==> config.mk <==
export PLATFORM = sky130hd
export DESIGN_NAME = fcd_top
export DESIGN_NICKNAME = d
export VERILOG_FILES = /design/src/rtl/fcd_pkg.sv /design/src/rtl/fcd_bus_capture.sv /design/src/rtl/fcd_seq_fsm.sv /design/src/rtl/fcd_op_tracker.sv /design/src/rtl/fcd_top.sv
export SDC_FILE = /design/constraint.sdc
export NUM_CORES = 1
export LEC_CHECK = 0
export BUFFER_PORTS_ARGS = -buffer_cell sky130_fd_sc_hd__buf_2
export CAP_MARGIN = 15
export CORE_ASPECT_RATIO = 1.1
export CORE_MARGIN = 4
export CORE_UTILIZATION = 40
export CTS_CLUSTER_DIAMETER = 80
export CTS_CLUSTER_SIZE = 16
export DETAILED_ROUTE_END_ITERATION = 7
export SLEW_MARGIN = 40
export SYNTH_ARGS = -nofsm -noshare
export SYNTH_HDL_FRONTEND = slang
export SYNTH_SLANG_ARGS = --single-unit
export TNS_END_PERCENT = 30
==> constraint.sdc <==
create_clock -name clk -period 2.6 [get_ports clk]
set_clock_uncertainty 0.2 [all_clocks]
set_input_delay 0.26 -clock clk [delete_from_list [all_inputs] [get_ports clk]]
set_output_delay 0.26 -clock clk [all_outputs]
set_load 0.03 [all_outputs]
==> src/rtl/fcd_pkg.sv <==
package fcd_pkg;

    localparam int ADDR_W = 20;
    localparam int DATA_W = 16;
    localparam int CMD_W  = 8;

    localparam logic [CMD_W-1:0] C_UNLOCK1 = 8'hAA;
    localparam logic [CMD_W-1:0] C_UNLOCK2 = 8'h55;
    localparam logic [CMD_W-1:0] C_PROGRAM = 8'hA0;
    localparam logic [CMD_W-1:0] C_ERASE   = 8'h80;
    localparam logic [CMD_W-1:0] C_SECTOR  = 8'h30;
    localparam logic [CMD_W-1:0] C_BLOCK   = 8'h50;
    localparam logic [CMD_W-1:0] C_CHIP    = 8'h10;
    localparam logic [CMD_W-1:0] C_SUSPEND = 8'hB0;
    localparam logic [CMD_W-1:0] C_RESUME  = 8'h30;
    localparam logic [CMD_W-1:0] C_CFI     = 8'h98;
    localparam logic [CMD_W-1:0] C_SECID   = 8'h88;
    localparam logic [CMD_W-1:0] C_EXIT    = 8'hF0;

    typedef enum logic [1:0] {
        OP_PROG  = 2'd0,
        OP_SECT  = 2'd1,
        OP_BLK   = 2'd2,
        OP_CHIP  = 2'd3
    } op_kind_e;

    typedef enum logic [2:0] {
        SQ_IDLE, SQ_U1, SQ_U2, SQ_PROG, SQ_E3, SQ_E4, SQ_E5
    } seq_state_e;

    typedef struct packed {
        logic              valid;
        op_kind_e          kind;
        logic [ADDR_W-1:0] addr;
        logic [DATA_W-1:0] data;
        logic [1:0]        banks;
    } launch_t;

    typedef struct packed {
        logic suspend;
        logic resume;
        logic cfi_on;
        logic sec_on;
        logic exit_modes;
    } ctl_t;

    function automatic logic [ADDR_W-1:0] align_down(input logic [ADDR_W-1:0] a,
                                                     input int unsigned w);
        return a & ~((ADDR_W'(1) << w) - ADDR_W'(1));
    endfunction

endpackage

==> src/rtl/fcd_bus_capture.sv <==
module fcd_bus_capture
    import fcd_pkg::*;
#(
    parameter int STAGES = 3
) (
    input  logic              clk,
    input  logic              rst,
    input  logic              we_n,
    input  logic [ADDR_W-1:0] bus_addr,
    output logic              wr_evt,
    output logic [ADDR_W-1:0] wr_addr
);
    logic [STAGES-1:0] sync_q;
    logic              fall;

    always_ff @(posedge clk) begin
        if (rst) sync_q <= '1;
        else     sync_q <= {sync_q[STAGES-2:0], we_n};
    end

    assign fall   =  sync_q[STAGES-1] & ~sync_q[STAGES-2];
    assign wr_evt = ~sync_q[STAGES-1] &  sync_q[STAGES-2];

    always_ff @(posedge clk) begin
        if (rst)       wr_addr <= '0;
        else if (fall) wr_addr <= bus_addr;
    end
endmodule

==> src/rtl/fcd_seq_fsm.sv <==
module fcd_seq_fsm
    import fcd_pkg::*;
#(
    parameter int                KEY_W      = 11,
    parameter int                SECT_W     = 11,
    parameter int                BLK_W      = 15,
    parameter logic [ADDR_W-1:0] BANK_SPLIT = 20'hC0000,
    parameter logic [ADDR_W-1:0] PROT_LIMIT = 20'h02000
) (
    input  logic              clk,
    input  logic              rst,
    input  logic              wr_evt,
    input  logic [ADDR_W-1:0] wr_addr,
    input  logic [DATA_W-1:0] wr_data,
    input  logic              wp_n,
    input  logic              busy,
    input  op_kind_e          busy_kind,
    input  logic              suspended,
    output launch_t           launch,
    output ctl_t              ctl
);
    localparam logic [KEY_W-1:0] KEY_A = KEY_W'(12'h555);
    localparam logic [KEY_W-1:0] KEY_B = KEY_W'(12'h2AA);

    seq_state_e        st, nxt;
    logic [CMD_W-1:0]  cmd;
    logic              at_a, at_b;
    logic [ADDR_W-1:0] sect_base, blk_base;

    assign cmd       = wr_data[CMD_W-1:0];
    assign at_a      = wr_addr[KEY_W-1:0] == KEY_A;
    assign at_b      = wr_addr[KEY_W-1:0] == KEY_B;
    assign sect_base = align_down(wr_addr, SECT_W);
    assign blk_base  = align_down(wr_addr, BLK_W);

    function automatic logic [1:0] bank_of(input logic [ADDR_W-1:0] a);
        return (a < BANK_SPLIT) ? 2'b01 : 2'b10;
    endfunction

    function automatic logic guarded(input logic [ADDR_W-1:0] a, input logic wp);
        return !wp && (a < PROT_LIMIT);
    endfunction

    always_comb begin
        nxt    = st;
        launch = '0;
        ctl    = '0;
        if (wr_evt) begin
            nxt = SQ_IDLE;
            if (busy) begin
                if (busy_kind == OP_SECT || busy_kind == OP_BLK) begin
                    if (!suspended && cmd == C_SUSPEND) ctl.suspend = 1'b1;
                    else if (suspended && cmd == C_RESUME) ctl.resume = 1'b1;
                end
            end else begin
                unique case (st)
                    SQ_IDLE: begin
                        if (cmd == C_UNLOCK1 && at_a) nxt = SQ_U1;
                        else if (cmd == C_EXIT) ctl.exit_modes = 1'b1;
                    end
                    SQ_U1: if (cmd == C_UNLOCK2 && at_b) nxt = SQ_U2;
                    SQ_U2: if (at_a) begin
                        if (cmd == C_PROGRAM)    nxt = SQ_PROG;
                        else if (cmd == C_ERASE) nxt = SQ_E3;
                        else if (cmd == C_CFI)   ctl.cfi_on = 1'b1;
                        else if (cmd == C_SECID) ctl.sec_on = 1'b1;
                    end
                    SQ_PROG: begin
                        launch.valid = !guarded(wr_addr, wp_n);
                        launch.kind  = OP_PROG;
                        launch.addr  = wr_addr;
                        launch.data  = wr_data;
                        launch.banks = bank_of(wr_addr);
                    end
                    SQ_E3: if (cmd == C_UNLOCK1 && at_a) nxt = SQ_E4;
                    SQ_E4: if (cmd == C_UNLOCK2 && at_b) nxt = SQ_E5;
                    SQ_E5: begin
                        if (cmd == C_SECTOR) begin
                            launch.valid = !guarded(sect_base, wp_n);
                            launch.kind  = OP_SECT;
                            launch.addr  = sect_base;
                            launch.banks = bank_of(sect_base);
                        end else if (cmd == C_BLOCK) begin
                            launch.valid = !guarded(blk_base, wp_n);
                            launch.kind  = OP_BLK;
                            launch.addr  = blk_base;
                            launch.banks = bank_of(blk_base);
                        end else if (cmd == C_CHIP && at_a) begin
                            launch.valid = wp_n;
                            launch.kind  = OP_CHIP;
                            launch.banks = 2'b11;
                        end
                    end
                    default: nxt = SQ_IDLE;
                endcase
            end
        end
    end

    always_ff @(posedge clk) begin
        if (rst) st <= SQ_IDLE;
        else     st <= nxt;
    end
endmodule

==> src/rtl/fcd_op_tracker.sv <==
module fcd_op_tracker
    import fcd_pkg::*;
(
    input  logic              clk,
    input  logic              rst,
    input  launch_t           launch,
    input  ctl_t              ctl,
    input  logic              op_done,
    output logic              start_pulse,
    output op_kind_e          start_kind,
    output logic [ADDR_W-1:0] start_addr,
    output logic [DATA_W-1:0] start_data,
    output logic [1:0]        bank_busy,
    output op_kind_e          busy_kind,
    output logic              suspend_pulse,
    output logic              resume_pulse,
    output logic              suspended,
    output logic              cfi_mode,
    output logic              secid_mode
);
    always_ff @(posedge clk) begin
        if (rst) begin
            start_pulse   <= 1'b0;
            start_kind    <= OP_PROG;
            start_addr    <= '0;
            start_data    <= '0;
            bank_busy     <= '0;
            busy_kind     <= OP_PROG;
            suspend_pulse <= 1'b0;
            resume_pulse  <= 1'b0;
            suspended     <= 1'b0;
            cfi_mode      <= 1'b0;
            secid_mode    <= 1'b0;
        end else begin
            start_pulse   <= launch.valid;
            suspend_pulse <= ctl.suspend;
            resume_pulse  <= ctl.resume;
            if (launch.valid) begin
                start_kind <= launch.kind;
                start_addr <= launch.addr;
                start_data <= launch.data;
                bank_busy  <= launch.banks;
                busy_kind  <= launch.kind;
            end else if (op_done && !suspended) begin
                bank_busy <= '0;
            end
            if (ctl.suspend)     suspended <= 1'b1;
            else if (ctl.resume) suspended <= 1'b0;
            if (ctl.exit_modes) begin
                cfi_mode   <= 1'b0;
                secid_mode <= 1'b0;
            end else if (ctl.cfi_on) begin
                cfi_mode   <= 1'b1;
                secid_mode <= 1'b0;
            end else if (ctl.sec_on) begin
                cfi_mode   <= 1'b0;
                secid_mode <= 1'b1;
            end
        end
    end
endmodule

==> src/rtl/fcd_top.sv <==
module fcd_top
    import fcd_pkg::*;
#(
    parameter int                SYNC_STAGES = 3,
    parameter int                KEY_W       = 11,
    parameter int                SECT_W      = 11,
    parameter int                BLK_W       = 15,
    parameter logic [ADDR_W-1:0] BANK_SPLIT  = 20'hC0000,
    parameter logic [ADDR_W-1:0] PROT_LIMIT  = 20'h02000
) (
    input  logic              clk,
    input  logic              rst,
    input  logic [ADDR_W-1:0] bus_addr,
    input  logic [DATA_W-1:0] bus_data,
    input  logic              we_n,
    input  logic              wp_n,
    input  logic              op_done,
    output logic              start_pulse,
    output logic [1:0]        start_kind,
    output logic [ADDR_W-1:0] start_addr,
    output logic [DATA_W-1:0] start_data,
    output logic [1:0]        bank_busy,
    output logic              suspend_pulse,
    output logic              resume_pulse,
    output logic              erase_suspended,
    output logic              cfi_mode,
    output logic              secid_mode
);
    logic              wr_evt;
    logic [ADDR_W-1:0] wr_addr;
    launch_t           launch;
    ctl_t              ctl;
    op_kind_e          kind_q, busy_kind;

    fcd_bus_capture #(.STAGES(SYNC_STAGES)) u_cap (
        .clk(clk), .rst(rst), .we_n(we_n), .bus_addr(bus_addr),
        .wr_evt(wr_evt), .wr_addr(wr_addr)
    );

    fcd_seq_fsm #(
        .KEY_W(KEY_W), .SECT_W(SECT_W), .BLK_W(BLK_W),
        .BANK_SPLIT(BANK_SPLIT), .PROT_LIMIT(PROT_LIMIT)
    ) u_seq (
        .clk(clk), .rst(rst), .wr_evt(wr_evt), .wr_addr(wr_addr),
        .wr_data(bus_data), .wp_n(wp_n), .busy(|bank_busy),
        .busy_kind(busy_kind), .suspended(erase_suspended),
        .launch(launch), .ctl(ctl)
    );

    fcd_op_tracker u_trk (
        .clk(clk), .rst(rst), .launch(launch), .ctl(ctl), .op_done(op_done),
        .start_pulse(start_pulse), .start_kind(kind_q), .start_addr(start_addr),
        .start_data(start_data), .bank_busy(bank_busy), .busy_kind(busy_kind),
        .suspend_pulse(suspend_pulse), .resume_pulse(resume_pulse),
        .suspended(erase_suspended), .cfi_mode(cfi_mode), .secid_mode(secid_mode)
    );

    assign start_kind = kind_q;
endmodule

==> metrics.yaml <==
status:
  status: "complete, no violations"
logic_synthesis:
  yosysMostFrequentCell: "dfxtp_1"
  synth.distinct_cells: 54
  yosysTopAreaCellShare_pct: 49.23
  synth-edff-count: 0
  ys_ff_latch: 72
  yosys.area_share.xor_xnor_pct: 0.5983
  synthTopCellsByCount: "dfxtp_1, nand2_1, a22o_1"
  syn_avg_cell_area_um2: 9.759
  seq_area_frac_synth_pct: 49.23
  syn-cell-area_um2: 2928
  synth_mux_area_share_pct: 1.410
  synthArstFlopShare_pct: 0
  synth-compound-area-share_pct: 22.05
  synth_area_leaders: "dfxtp_1, a22o_1, nand2_1"
  synth_top_family_by_area: "simple AND/OR/NAND/NOR gates"
  synthAdderAreaFrac_pct: 0
  ys.flop_type: "dfxtp_1"
  synth_top_area_cell: "dfxtp_1"
  synth_nets: 341
  yosys.area_share.simple_pct: 23.25
  netlist_instances: 300
  yosys_warnings: 0
floorplan:
  rows: 32
  core_um2: 7087
  die_x_um: 89.57
  die_h_um: 97.73
  dieArea_um2: 8754
  io_pins: 87
  initial_core_util_pct: 41.31
final_layout:
  multi_input_area_um2: 1394
  fin_nets: 469
  drive_gt1_share_pct: 30.56
  area_growth_pct: 36.62
  n_fill_cell: 652
  register_area_um2: 1441
  antenna_cells: 0
  fin_area_um2: 4000
clocking:
  cts_setup_buffers: 0
  cts_made_buffers: 9
  cts_tree: "yes"
  root_buffer: "clkbuf_8"
  ctsLongestPathBuffers: 2
  htree_levels: 3
  cts_sinks: 72
  path_clk_slew_ns: 0.07
  clock_latency_ns: 0.34
critical_path:
  critPathLaunch: "u_cap.wr_addr[3]"
  end_kind: "flop"
  r2r_start: "u_cap.wr_addr[3]"
  startpoint_type: "flop"
  required_ns: 2.62
  crit_fanout: 4
  worstPathArrival_ns: 2.44
  worstSetupPathType: "flop to flop"
detailed_routing:
  ant_nets: 0
  wirelength_um: 7720
  initialDrtViolationCount: 123
  post_drt_wl_per_cell_um: 14.93
  first_pass_iters: 4
  num_vias: 2756
  drc_errors: 0
  viasPerCell: 5.331
power_and_ir_drop:
  clkPwrFrac_pct: 37.2
  p_leak_nw: 1.741
  p_sw_uw: 488.3
  power.density_nw_per_um2: 512.9
  peakVddDrop_uv: 281.7
  seqPwrFrac_pct: 54.9
  p_int_mw: 1.563
  combPwrFrac_pct: 7.9
  p_sw_share_pct: 23.80
grt:
  grt-ovfl-total: 0
  grt_pass1_wl_um: 12830
  antenna_found_initial: 0
  grt_max_degree: 37
  grtUsageTotal_pct: 18.40
  grt_pass1_vias: 2690
hold_path:
  min-delay-start: "bus_data[2]"
  holdCritPathClass: "primary input to flop"
timing:
  period_minus_slack_ns: 2.420
  finalSetupViolations: 0
  hold_violations: 0
  min_period_over_period_pct: 93.06
  relSlewSlack_pct: 50.34
  worstMarginPinSlew_ns: 0.7449
  rsz0062_at_grt: "no"
  final_max_slew_viol_count: 0
  clock.fmax_mhz: 413.3
  setup_tns_ns: 0
placement:
  port_buffers: 86
  gp_congestion: 0.8976
  dp_hpwl_um: 5399
  place_area_um2: 3538
job:
  maxCapViolCount: 0
-- critical path: stages, from the launching register on --
cell	delay (ns)
dfxtp_1	0.35
nor4bb_1	0.31
buf_4	0.17
nand3_1	0.14
a2111oi_4	0.46
buf_4	0.20
a22oi_1	0.11
mux2_1	0.37
-- state kept, by name, summed over array words and instances, names as in the netlist, 2 cells and up --
signal	cells
u_trk.start_data	16
u_trk.start_addr	20
u_trk.bank_busy	2
u_trk.busy_kind	2
u_cap.wr_addr	20
u_seq.st	3
u_cap.sync_q	3
-- area by class of cell --
class / instances / share of cell area (%)
clock buffer: 10 / 3.441
sequential: 72 / 36.03
timing repair buffer: 134 / 21.90
clock inverter: 5 / 0.8445
tap: 85 / 2.659
multi-input combinational: 208 / 34.85
inverter: 3 / 0.2815
-- layout by cell type (no fill, tap or decap), drive strengths merged, types with 2 or more instances in the layout --
master	n
nor3b	4
and3	2
mux2i	3
and2	2
or4	2
inv	3
nand2b	3
nand3	4
dfxtp	72
nor2	9
nor4bb	6
clkbuf	10
a21oi	23
buf	105
a31oi	2
a22oi	2
a31o	2
and4b	2
o21ai	4
or2	3
a221oi	2
clkinv	3
nand4	4
nand2	50
clkinvlp	2
nor3	7
xnor2	2
nor4b	5
or4b	3
nor2b	6
dlygate4sd3	29
a211oi	2
nor4	4
o22ai	2
a22o	35
-- logic make-up (layout without fill, tap and decap cells) --
kind of cell | count (synthesis) | in the layout
buffers and inverters | 20 | 152
AO/OA/AOI/OAI | 82 | 82
multiplexers | 4 | 4
XOR/XNOR | 2 | 2
flip-flops | 72 | 72
AND/OR/NAND/NOR | 120 | 120
-- per-stage QoR --
stage          setup WS (ns)  hold WS [ns]  power [mW]  instances  utilization [%]
6_report              0.1804       0.02781       2.052        517            56.44
5_1_grt             0.001780       0.02490       2.146        517            56.44
4_1_cts               0.1711      0.007901       2.077        517            56.44
3_5_place_dp         0.04503        0.2196       1.279        473            49.93
3_3_place_gp          0.1031        0.1959       1.279        473            49.93
2_1_floorplan         0.1660        0.1638       1.215        300                -
-- final timing paths --
check                         to  slack, ns  cells past startpoint
max          u_trk.start_data[7]       0.18                      7
min          u_trk.start_data[2]       0.03                      2
max reg2reg  u_trk.start_data[7]       0.18                      7
min reg2reg      u_cap.sync_q[1]       0.23                      1
-- metal layers --
metal  GRT usage, %  vias to the layer above  wire [um]
li1               -                     1365          -
met3          3.882                       12        401
met1          24.84                     1303       3526
met5              0                        -          0
met2          28.10                       76       3637
met4          7.789                        0        154
-- power groups by stage --
stage	sequential, mW	clock, mW	combinational [mW]
floorplan	1.15	0	0.0679
global placement	1.15	0	0.128
detailed placement	1.15	0	0.128
CTS	1.13	0.790	0.162
global route	1.13	0.840	0.180
finish	1.13	0.763	0.163
-- timing repair --
item,in CTS,in global routing
resized for setup,0,0
endpoints found under the hold margin,29,0
hold buffers,29,0
Power figures use the tool's default switching activity.
